`src/rtl/uls_pkg.sv`:
```
package uls_pkg;

    typedef struct packed {
        logic [7:0] data;
        logic       perr;
        logic       ferr;
        logic       brk;
    } rx_ent_t;

    localparam int unsigned LS_DR   = 0;
    localparam int unsigned LS_OVR  = 1;
    localparam int unsigned LS_PAR  = 2;
    localparam int unsigned LS_FRM  = 3;
    localparam int unsigned LS_BRK  = 4;
    localparam int unsigned LS_THRE = 5;
    localparam int unsigned LS_TEMT = 6;
    localparam int unsigned LS_ERR  = 7;

endpackage

```
`src/rtl/uls_rx_fifo.sv`:
```
module uls_rx_fifo
    import uls_pkg::*;
#(
    parameter int unsigned DEPTH = 128
) (
    input  logic    clk,
    input  logic    rst_n,
    input  logic    wr_en,
    input  rx_ent_t wr_ent,
    input  logic    rd_en,
    output rx_ent_t head,
    output logic    empty,
    output logic    ovr_evt,
    output logic    err_any
);
    localparam int unsigned AW = (DEPTH > 1) ? $clog2(DEPTH) : 1;
    localparam int unsigned CW = $clog2(DEPTH + 1);
    localparam logic [AW-1:0] LAST = AW'(DEPTH - 1);
    localparam logic [CW-1:0] FULLV = CW'(DEPTH);

    typedef struct packed {
        logic [AW-1:0] wptr;
        logic [AW-1:0] rptr;
        logic [CW-1:0] cnt;
        logic [CW-1:0] ecnt;
    } fifo_st_t;

    fifo_st_t st_d, st_q;
    rx_ent_t  mem_q [DEPTH];

    logic do_push, do_pop, full, flag_in, flag_hd;

    function automatic logic [AW-1:0] ptr_inc(input logic [AW-1:0] p);
        return (p == LAST) ? '0 : p + AW'(1);
    endfunction

    always_comb begin
        st_d    = st_q;
        head    = mem_q[st_q.rptr];
        full    = (st_q.cnt == FULLV);
        empty   = (st_q.cnt == '0);
        do_pop  = rd_en && !empty;
        do_push = wr_en && (!full || do_pop);
        ovr_evt = wr_en && full && !do_pop;
        flag_in = wr_ent.perr | wr_ent.ferr | wr_ent.brk;
        flag_hd = head.perr | head.ferr | head.brk;
        err_any = (st_q.ecnt != '0);

        if (do_push) st_d.wptr = ptr_inc(st_q.wptr);
        if (do_pop)  st_d.rptr = ptr_inc(st_q.rptr);
        st_d.cnt  = st_q.cnt + CW'(do_push) - CW'(do_pop);
        st_d.ecnt = st_q.ecnt + CW'(do_push && flag_in) - CW'(do_pop && flag_hd);
    end

    always_ff @(posedge clk or negedge rst_n) begin
        if (!rst_n) st_q <= '0;
        else        st_q <= st_d;
    end

    always_ff @(posedge clk) begin
        if (do_push) mem_q[st_q.wptr] <= wr_ent;
    end

    AST_NO_OVERFLOW: assert property (@(posedge clk) disable iff (!rst_n)
        st_q.cnt <= FULLV);
    AST_ERRCNT_BOUND: assert property (@(posedge clk) disable iff (!rst_n)
        st_q.ecnt <= st_q.cnt);
    AST_FULL_DROP: assert property (@(posedge clk) disable iff (!rst_n)
        (wr_en && full && !rd_en) |=> $stable(st_q.wptr));
    AST_EMPTY_POP: assert property (@(posedge clk) disable iff (!rst_n)
        (empty && rd_en && !wr_en) |=> (st_q.cnt == '0));

endmodule

```
`src/rtl/uls_brk_gate.sv`:
```
module uls_brk_gate (
    input  logic clk,
    input  logic rst_n,
    input  logic in_valid,
    input  logic in_brk,
    input  logic line,
    output logic out_valid
);
    typedef struct packed {
        logic hold;
    } brk_st_t;

    brk_st_t st_d, st_q;

    always_comb begin
        st_d      = st_q;
        out_valid = in_valid && !(in_brk && st_q.hold);
        if (out_valid && in_brk) st_d.hold = 1'b1;
        else if (line)           st_d.hold = 1'b0;
    end

    always_ff @(posedge clk or negedge rst_n) begin
        if (!rst_n) st_q <= '0;
        else        st_q <= st_d;
    end

    AST_BRK_ONCE: assert property (@(posedge clk) disable iff (!rst_n)
        (in_valid && in_brk && out_valid) |=> (in_valid && in_brk && !line) |-> !out_valid);

endmodule

```
`src/rtl/uls_tx_stat.sv`:
```
module uls_tx_stat #(
    parameter int unsigned TX_DEPTH = 16
) (
    input  logic clk,
    input  logic rst_n,
    input  logic q_mode,
    input  logic wr,
    input  logic xfer,
    input  logic shift_done,
    output logic thr_empty,
    output logic tx_empty
);
    localparam int unsigned CW = $clog2(TX_DEPTH + 1);

    typedef struct packed {
        logic [CW-1:0] cnt;
        logic          busy;
    } tx_st_t;

    tx_st_t        st_d, st_q;
    logic [CW-1:0] cap;
    logic          take_wr, take_x;

    always_comb begin
        st_d      = st_q;
        cap       = q_mode ? CW'(TX_DEPTH) : CW'(1);
        take_wr   = wr && (st_q.cnt < cap);
        take_x    = xfer && (st_q.cnt != '0);
        st_d.cnt  = st_q.cnt + CW'(take_wr) - CW'(take_x);
        if (take_x)          st_d.busy = 1'b1;
        else if (shift_done) st_d.busy = 1'b0;
        thr_empty = (st_q.cnt == '0);
        tx_empty  = thr_empty && !st_q.busy;
    end

    always_ff @(posedge clk or negedge rst_n) begin
        if (!rst_n) st_q <= '0;
        else        st_q <= st_d;
    end

    AST_TEMT_THRE: assert property (@(posedge clk) disable iff (!rst_n)
        tx_empty |-> thr_empty);
    AST_WR_CLEARS: assert property (@(posedge clk) disable iff (!rst_n)
        (wr && !xfer) |=> !thr_empty);
    AST_TX_CAP: assert property (@(posedge clk) disable iff (!rst_n)
        st_q.cnt <= CW'(TX_DEPTH));

endmodule

```
`src/rtl/uart_linestat.sv`:
```
module uart_linestat
    import uls_pkg::*;
#(
    parameter int unsigned RX_DEPTH = 128,
    parameter int unsigned TX_DEPTH = 16
) (
    input  logic       clk,
    input  logic       rst_n,
    input  logic       rx_valid,
    input  logic [7:0] rx_data,
    input  logic       rx_perr,
    input  logic       rx_ferr,
    input  logic       rx_brk,
    input  logic       rx_line,
    input  logic       rd_pop,
    output logic [7:0] rd_data,
    input  logic       stat_rd,
    input  logic       tx_q_mode,
    input  logic       tx_wr,
    input  logic       tx_xfer,
    input  logic       tx_shift_done,
    output logic [7:0] lsr
);
    typedef struct packed {
        logic ovr;
    } top_st_t;

    top_st_t st_d, st_q;
    rx_ent_t in_ent, head;
    logic    acc_valid, empty, ovr_evt, err_any, thr_empty, tx_empty;

    assign in_ent = '{data: rx_data, perr: rx_perr, ferr: rx_ferr, brk: rx_brk};

    uls_brk_gate u_brk (
        .clk       (clk),
        .rst_n     (rst_n),
        .in_valid  (rx_valid),
        .in_brk    (rx_brk),
        .line      (rx_line),
        .out_valid (acc_valid)
    );

    uls_rx_fifo #(.DEPTH(RX_DEPTH)) u_fifo (
        .clk     (clk),
        .rst_n   (rst_n),
        .wr_en   (acc_valid),
        .wr_ent  (in_ent),
        .rd_en   (rd_pop),
        .head    (head),
        .empty   (empty),
        .ovr_evt (ovr_evt),
        .err_any (err_any)
    );

    uls_tx_stat #(.TX_DEPTH(TX_DEPTH)) u_tx (
        .clk        (clk),
        .rst_n      (rst_n),
        .q_mode     (tx_q_mode),
        .wr         (tx_wr),
        .xfer       (tx_xfer),
        .shift_done (tx_shift_done),
        .thr_empty  (thr_empty),
        .tx_empty   (tx_empty)
    );

    always_comb begin
        st_d = st_q;
        if (ovr_evt)      st_d.ovr = 1'b1;
        else if (stat_rd) st_d.ovr = 1'b0;

        rd_data         = empty ? 8'h00 : head.data;
        lsr             = '0;
        lsr[LS_DR]      = !empty;
        lsr[LS_OVR]     = st_q.ovr;
        lsr[LS_PAR]     = !empty && head.perr;
        lsr[LS_FRM]     = !empty && head.ferr;
        lsr[LS_BRK]     = !empty && head.brk;
        lsr[LS_THRE]    = thr_empty;
        lsr[LS_TEMT]    = tx_empty;
        lsr[LS_ERR]     = err_any;
    end

    always_ff @(posedge clk or negedge rst_n) begin
        if (!rst_n) st_q <= '0;
        else        st_q <= st_d;
    end

    AST_OVR_STICKY: assert property (@(posedge clk) disable iff (!rst_n)
        (lsr[LS_OVR] && !stat_rd) |=> lsr[LS_OVR]);
    AST_EMPTY_CLEAN: assert property (@(posedge clk) disable iff (!rst_n)
        !lsr[LS_DR] |-> (lsr[LS_ERR] == 1'b0 && lsr[LS_PAR] == 1'b0));
    AST_HEAD_ERR: assert property (@(posedge clk) disable iff (!rst_n)
        (lsr[LS_PAR] || lsr[LS_FRM] || lsr[LS_BRK]) |-> lsr[LS_ERR]);

endmodule

```
`config.mk`:
```
export PLATFORM = sky130hd
export DESIGN_NAME = uart_linestat
export DESIGN_NICKNAME = d
export VERILOG_FILES = /design/src/rtl/uls_pkg.sv /design/src/rtl/uls_rx_fifo.sv /design/src/rtl/uls_brk_gate.sv /design/src/rtl/uls_tx_stat.sv /design/src/rtl/uart_linestat.sv
export SDC_FILE = /design/constraint.sdc
export NUM_CORES = 2
export LEC_CHECK = 0
export BUFFER_PORTS_ARGS = -buffer_cell sky130_fd_sc_hd__buf_2
export CORE_UTILIZATION = 30
export DETAILED_ROUTE_END_ITERATION = 8
export GPL_TIMING_DRIVEN = 0
export MAX_ROUTING_LAYER = met4
export PLACE_DENSITY_LB_ADDON = 0.2
export SYNTH_ARGS = -nofsm -noshare
export SYNTH_HDL_FRONTEND = slang
export SYNTH_SLANG_ARGS = --single-unit
```
`constraint.sdc`:
```
create_clock -name clk -period 4.7 [get_ports clk]
set_input_delay 0.47 -clock clk [delete_from_list [all_inputs] [get_ports clk]]
set_output_delay 0.47 -clock clk [all_outputs]
set_load 0.05 [all_outputs]
```
# Word level (Yosys, flattened, before mapping)
# Memory sizes are Yosys's and may differ from the RTL's.
# Index checks and enable logic that the tools add are counted.
[word_totals]
output_inout_bits = 16
inputBits = 21
ramBits = 1408
ff_bits = 38
memories = 1
word_cells = 65
[op_classes]
eq_ne = 3
n_addsub = 8
reduce_logical = 28
magnitude_cmp = 1
muxes = 12
n_bitwise = 4
[mem_list]
columns = ["memory", "depth", "word_bits", "read_ports", "rd_ports_with_merged_regs", "wr", "line_no", "source"]
rows = [
  ["u_fifo.mem_q", 128, 11, 1, 0, 1, "uls_rx_fifo.sv:29", "rx_ent_t mem_q [DEPTH];"],
]
[ops]
columns = ["op", "n"]
rows = [
  ["8-bit by 1-bit adder with 8-bit output", 2],
  ["8-bit by 1-bit subtractor with 8-bit output", 2],
  ["1-bit logical AND", 15],
  ["7-bit by 1-bit adder with 7-bit output, second input constant", 2],
  ["7-bit equality test, second input constant", 2],
  ["7-bit 2-to-1 mux", 2],
  ["8-bit equality test, second input constant", 1],
  ["8-bit logical NOT", 1],
  ["1-bit 2-to-1 mux", 8],
  ["8-bit 2-to-1 mux", 1],
  ["8-bit nonzero test", 1],
  ["2-bit nonzero test", 3],
  ["5-bit by 1-bit adder with 5-bit output", 1],
  ["1-bit logical NOT", 5],
  ["5-bit logical NOT", 1],
  ["5-bit less-than comparator", 1],
  ["5-bit 2-to-1 mux", 1],
  ["5-bit nonzero test", 1],
  ["5-bit by 1-bit subtractor with 5-bit output", 1],
  ["1-bit OR", 4],
  ["1-bit logical OR", 1],
]

# Depth between registers and ports, before layout
[logic_depth]
depth_word = 8
depth_mapped = 25

# Modules after synthesis
# Synthesis repeated with hierarchy kept, for this count alone.
[hier_totals]
cells_unflattened = 2516
hier_area_um2 = 56599.3
[by_module_without_submodules]
columns = ["mod", "instances", "cells_per_inst", "area_each_um2", "seq_area_each_um2"]
rows = [
  ["uls_rx_fifo", 1, 2451, 55918.6, 43031.3],
  ["uls_tx_stat", 1, 41, 446.7, 150.1],
  ["uart_linestat", 1, 20, 187.7, 25.0],
  ["uls_brk_gate", 1, 4, 46.3, 25.0],
]

# Worst setup path after synthesis
# Ideal clock, no wire load.
[synth_path]
path_type = "register to register"
from = "register u_fifo.st_q[16] in the netlist's numbering"
to = "register u_fifo.st_q[6] in the netlist's numbering"
synth_period_minus_slack_ns = 4.122
path_stages_with_launch = 23
setup_time_ns = 0.122
t_arrival_ns = 4.000
slack_ns = 0.578
n_path_buf = 4
cell_sequence = "dfrtp_1 -> buf_2 -> buf_6 -> buf_2 -> buf_2 -> mux4_2 -> and2_1 -> o311ai_0 -> o311ai_1 -> o31ai_1 -> a31oi_1 -> ha_1 -> inv_1 -> ha_1 -> inv_1 -> fa_1 -> inv_1 -> a21oi_1 -> nor2_1 -> o21ai_0 -> a21oi_1 -> nor2_1 -> xnor2_1"
[synth_rtl]
columns = ["element", "line_no", "source"]
rows = [
  ["from (decl)", "uls_rx_fifo.sv:28", "fifo_st_t st_d, st_q;"],
  ["from (signal assigned)", "uls_rx_fifo.sv:57", "else st_q <= st_d;"],
]

# Worst setup path in the final report
[layout_path]
from = "register u_fifo.st_q[10] in the netlist's numbering"
to = "memory u_fifo.mem_q[37][6] in the netlist's numbering, enable pin"
[layout_via]
elab_chain_len = 7
word_cells_on_any_way = 9
classes_between = "1 x eq/ne; 2 x mux; 6 x reduce/logical"
[layout_lines]
columns = ["element", "line_no", "source"]
rows = [
  ["8-bit logical NOT", "uls_rx_fifo.sv:41", "empty = (st_q.cnt == '0);"],
  ["1-bit logical NOT", "uls_rx_fifo.sv:42", "do_pop = rd_en && !empty;"],
  ["1-bit logical AND", "uls_rx_fifo.sv:42", ""],
  ["1-bit logical OR (*)", "uls_rx_fifo.sv:43", "do_push = wr_en && (!full || do_pop);"],
  ["1-bit logical AND (*)", "uls_rx_fifo.sv:43", ""],
  ["1-bit 2-to-1 mux (*)", "uls_rx_fifo.sv:61", "if (do_push) mem_q[st_q.wptr] <= wr_ent;"],
  ["1-bit 2-to-1 mux (not written as such) (*)", "uls_rx_fifo.sv:61", ""],
  ["to (decl)", "uls_rx_fifo.sv:29", ""],
]
# Mark *: on every way between the ends. The rest lies on a longest branch, timed or not.

==> results.py <==
metrics = {
    "pwr": {
        "power_frac_clock_pct": 28.3,
        "power.share.sequential_pct": 35.4,
        "combinationalPowerShare_pct": 36.3,
        "p_leak_nw": 20.7,
        "p_per_area_nw_per_um2": 620,
        "p_sw_mw": 14.2,
        "swShare_pct": 34.2,
        "vdd_drop_max_mv": 0.385,
        "total_power_mw": 41.4,
        "p_int_mw": 27.3,
    },
    "cts": {
        "h-tree-depth": 4,
        "cts.sinks": 1446,
        "cts.clk_slew.worst_paths_ns": 0.06,
        "cts_tree": "yes",
        "cts_inserted_buffers": 153,
        "cts_buffer_depth": 3,
        "root_buffer": "clkbuf_16",
        "clock_latency_ns": 0.80,
    },
    "timing": {
        "whs_ns": 0.0866,
        "setup_ws_ns": -0.216,
        "slew_headroom_pct": -2.70,
        "fin_crit_sh_pct": 105,
        "final_max_slew_viol_count": 11,
        "tns_ns": -34.14,
        "final.min_clock_period_ns": 4.92,
        "rsz0062_at_grt": "yes",
        "fmax_mhz": 203,
        "final_hold_viol_count": 0,
        "skew_ns": 0.0231,
        "final-setup-viol-count": 330,
        "tightest_slew_ns": 1.54,
    },
    "setup_path": {
        "cp_common_cell": "clkbuf_1",
        "slowest_delay_ns": 1.15,
        "cp_slowest_cell": "nor2_1",
        "cp_num_buf_inv": 3,
        "critPathRequiredTime_ns": 5.09,
        "cp_top_family": "simple AND/OR/NAND/NOR gates",
        "worstSetupPathType": "register to register",
        "crit_chain": "inv_1, ha_1, nor4bb_1, clkbuf_1, o211ai_1, nor2b_1, nand4_1, clkbuf_1, nor2_1",
        "cp_max_fo": 11,
        "critPathLaunchType": "register",
        "cp-end-kind": "register",
        "crit_arrival_ns": 5.31,
    },
    "logic_synthesis": {
        "synthFlopType": "edfxtp_1",
        "synth_seq_cells": 1446,
        "syn_area_um2": 56500,
        "yosysWarnings": 0,
        "synth.most_common_cell": "edfxtp_1",
        "yosysSeqAreaShare_pct": 76.5,
        "yosysUniqueCellTypes": 50,
        "synthTopCellsByCount": "1,408 x edfxtp_1, 425 x mux4_2, 157 x nor2_1",
        "synth-edff-count": 1408,
        "syn_nets": 2572,
        "synthDominantCellAreaShare_pct": 74.8,
        "synth_top_area_cell": "edfxtp_1",
        "syn_inst": 2514,
        "ys_top_cells_by_area": "edfxtp_1 75%, mux4_2 17%, dfrtp_1 1.7%, nor2_1 1.0%, ha_1 0.75%",
        "syn-mean-instance-area_um2": 22.5,
        "async_reset_ff_share_pct": 2.63,
    },
    "grt": {
        "met3_usage_pct": 3.18,
        "grt_pass1_vias": 28200,
        "met2_usage_pct": 28.8,
        "top_usage_layer": "met2",
        "grt_antenna_before_repair": 11,
        "grt_util_met1_pct": 23.3,
        "track_usage_pct": 17.9,
        "grt_pass1_wl_um": 229000,
        "gr-total-overflow": 0,
        "grt_max_degree": 89,
    },
    "finish": {
        "drive_above_1_share_pct": 33.7,
        "final_cells": 5376,
        "fin_nets": 2834,
        "area_growth_pct": 18.2,
        "utilization_pct": 35.9,
    },
    "die": {
        "core_area_um2": 186000,
        "die_h_um": 436,
        "num_rows": 158,
        "die-area_um2": 190000,
        "start_util_pct": 30.3,
        "io_pins": 37,
        "die_w_um": 436,
    },
    "route": {
        "drt-total-wl_um": 166000,
        "vias_per_cell": 5.10,
        "num_vias": 27400,
        "postRouteAntennaNets": 0,
        "drt_iter0_drc": 2632,
        "drc": 0,
        "drtPass1Iterations": 5,
        "wl_per_cell_um": 31.0,
    },
    "run_status": {
        "outcome": "finished with violations",
        "failed_checks": "capacitance limit, slew limit, setup timing",
    },
    "placed_design": {
        "hpwl_um": 110000,
        "gp_congestion": 0.917,
        "dp_cells": 5055,
        "port-buffer-count": 36,
    },
    "worst_hold_path": {
        "min_path_type": "primary input to register",
    },
    "flow_run": {
        "cap_violations": 1,
    },
}
## layer usage
| metal | wire, µm | share of wire [%] |
|---|---|---|
| met1 | 70300 | 42 |
| met2 | 81800 | 49 |
| met3 | 10000 | 6.0 |
| met4 | 4290 | 2.6 |
| met5 | 0 | 0 |
## timing repair
item | 4_1_cts | 5_1_grt
endpoints found under the setup margin | 626 | 670
buffers inserted | 12 | 20
endpoints found under the hold margin | 41 | 0
hold buffers | 6 | 0
resized for setup | 272 | 78
pin swaps | 9 | 16
cloned | 0 | 6
## tightest hold or removal path, stage by stage
cell	delay, ns
buf_2	0.08
nor2b_1	0.18
a21o_1	0.11
## through the flow
| stage | instance area, µm² | worst slack [ns] |
|---|---|---|
| after floorplan | 56500 | 0.578 |
| after global placement | 59800 | -2.24 |
| after detailed placement | 60400 | -2.17 |
| after CTS | 66100 | -0.339 |
| after global routing | 66800 | -0.258 |
| final | 66800 | -0.216 |
## cell type report
class / count / area, µm²
plain buffers: 134 / 1170
inverters: 45 / 169
well taps: 2480 / 3100
repair buffers: 107 / 1230
fillers: 17100 / 119000
clock buffers: 194 / 4150
diodes: 3 / 7.51
multi-input cells: 889 / 13100
flip-flops and latches: 1446 / 43200
clock inverters: 78 / 656
## cell usage in the layout, fill, tap and decap left out, types with 9 or more instances in the layout
master,synthesis,routed
buf_16,0,17
nor2_1,157,64
a21oi_1,27,22
xnor2_1,17,17
mux4_2,425,425
a22o_1,11,11
clkbuf_1,65,57
buf_6,4,19
buf_4,9,62
dfrtp_1,38,37
o21ai_0,14,12
buf_2,40,33
buf_8,0,18
nand3_1,24,24
clkbuf_16,0,167
nand2_1,42,41
bufinv_16,0,9
nor2b_1,14,12
clkbuf_2,0,26
nor2_4,0,24
clkinv_2,0,19
clkinv_1,1,33
mux2_2,9,9
buf_12,0,11
mux2i_1,24,18
inv_1,44,44
nor2_2,0,69
ha_1,34,34
edfxtp_1,1408,1408
## flip-flops by register name, indices dropped and copies added, names as in the netlist
register      count
u_tx.st_q         6
st_q              1
u_fifo.st_q      30
u_fifo.mem_q   1408
u_brk.st_q        1
## power by group through the flow
| stage | Combinational [mW] | Clock [mW] | Sequential, mW |
|---|---|---|---|
| 2_1_floorplan | 8.09 | 0 | 14.9 |
| 3_3_place_gp | 13.6 | 0 | 14.9 |
| 3_5_place_dp | 13.8 | 0 | 14.9 |
| 4_1_cts | 14.5 | 12.0 | 14.7 |
| 5_1_grt | 15.5 | 12.4 | 14.7 |
| 6_report | 15.0 | 11.7 | 14.7 |
## cells by family (layout without fill, tap and decap cells)
logic type / Yosys count / count (layout) / share of synthesized area (%)
xor gates and xnor gates: 25 / 25 / 0.388
AOI/OAI and AO/OA: 99 / 99 / 1.17
DFF: 1446 / 1446 / 76.5
muxes: 458 / 458 / 17.5
adders and majority gates: 37 / 37 / 0.859
other: 0 / 3 / 0
and+or+nand+nor: 270 / 270 / 2.11
buffers and inverters: 179 / 558 / 1.39
## path summary, 6_finish.rpt
kind	startpoint	to	slack (ns)	cells past startpoint
worst max-delay path	u_fifo.st_q[10]	u_fifo.mem_q[37][6]	-0.22	9
worst min-delay path	tx_xfer	u_tx.st_q[0]	0.09	3
worst max register to register	u_fifo.st_q[10]	u_fifo.mem_q[37][6]	-0.22	9
worst min register to register	u_tx.st_q[0]	u_tx.st_q[0]	0.49	1
max in group asynchronous	rst_n	u_fifo.st_q[17]	3.58	2
min in group asynchronous	rst_n	u_fifo.st_q[12]	0.39	2
Note: power is estimated with default switching activity, not from simulation.
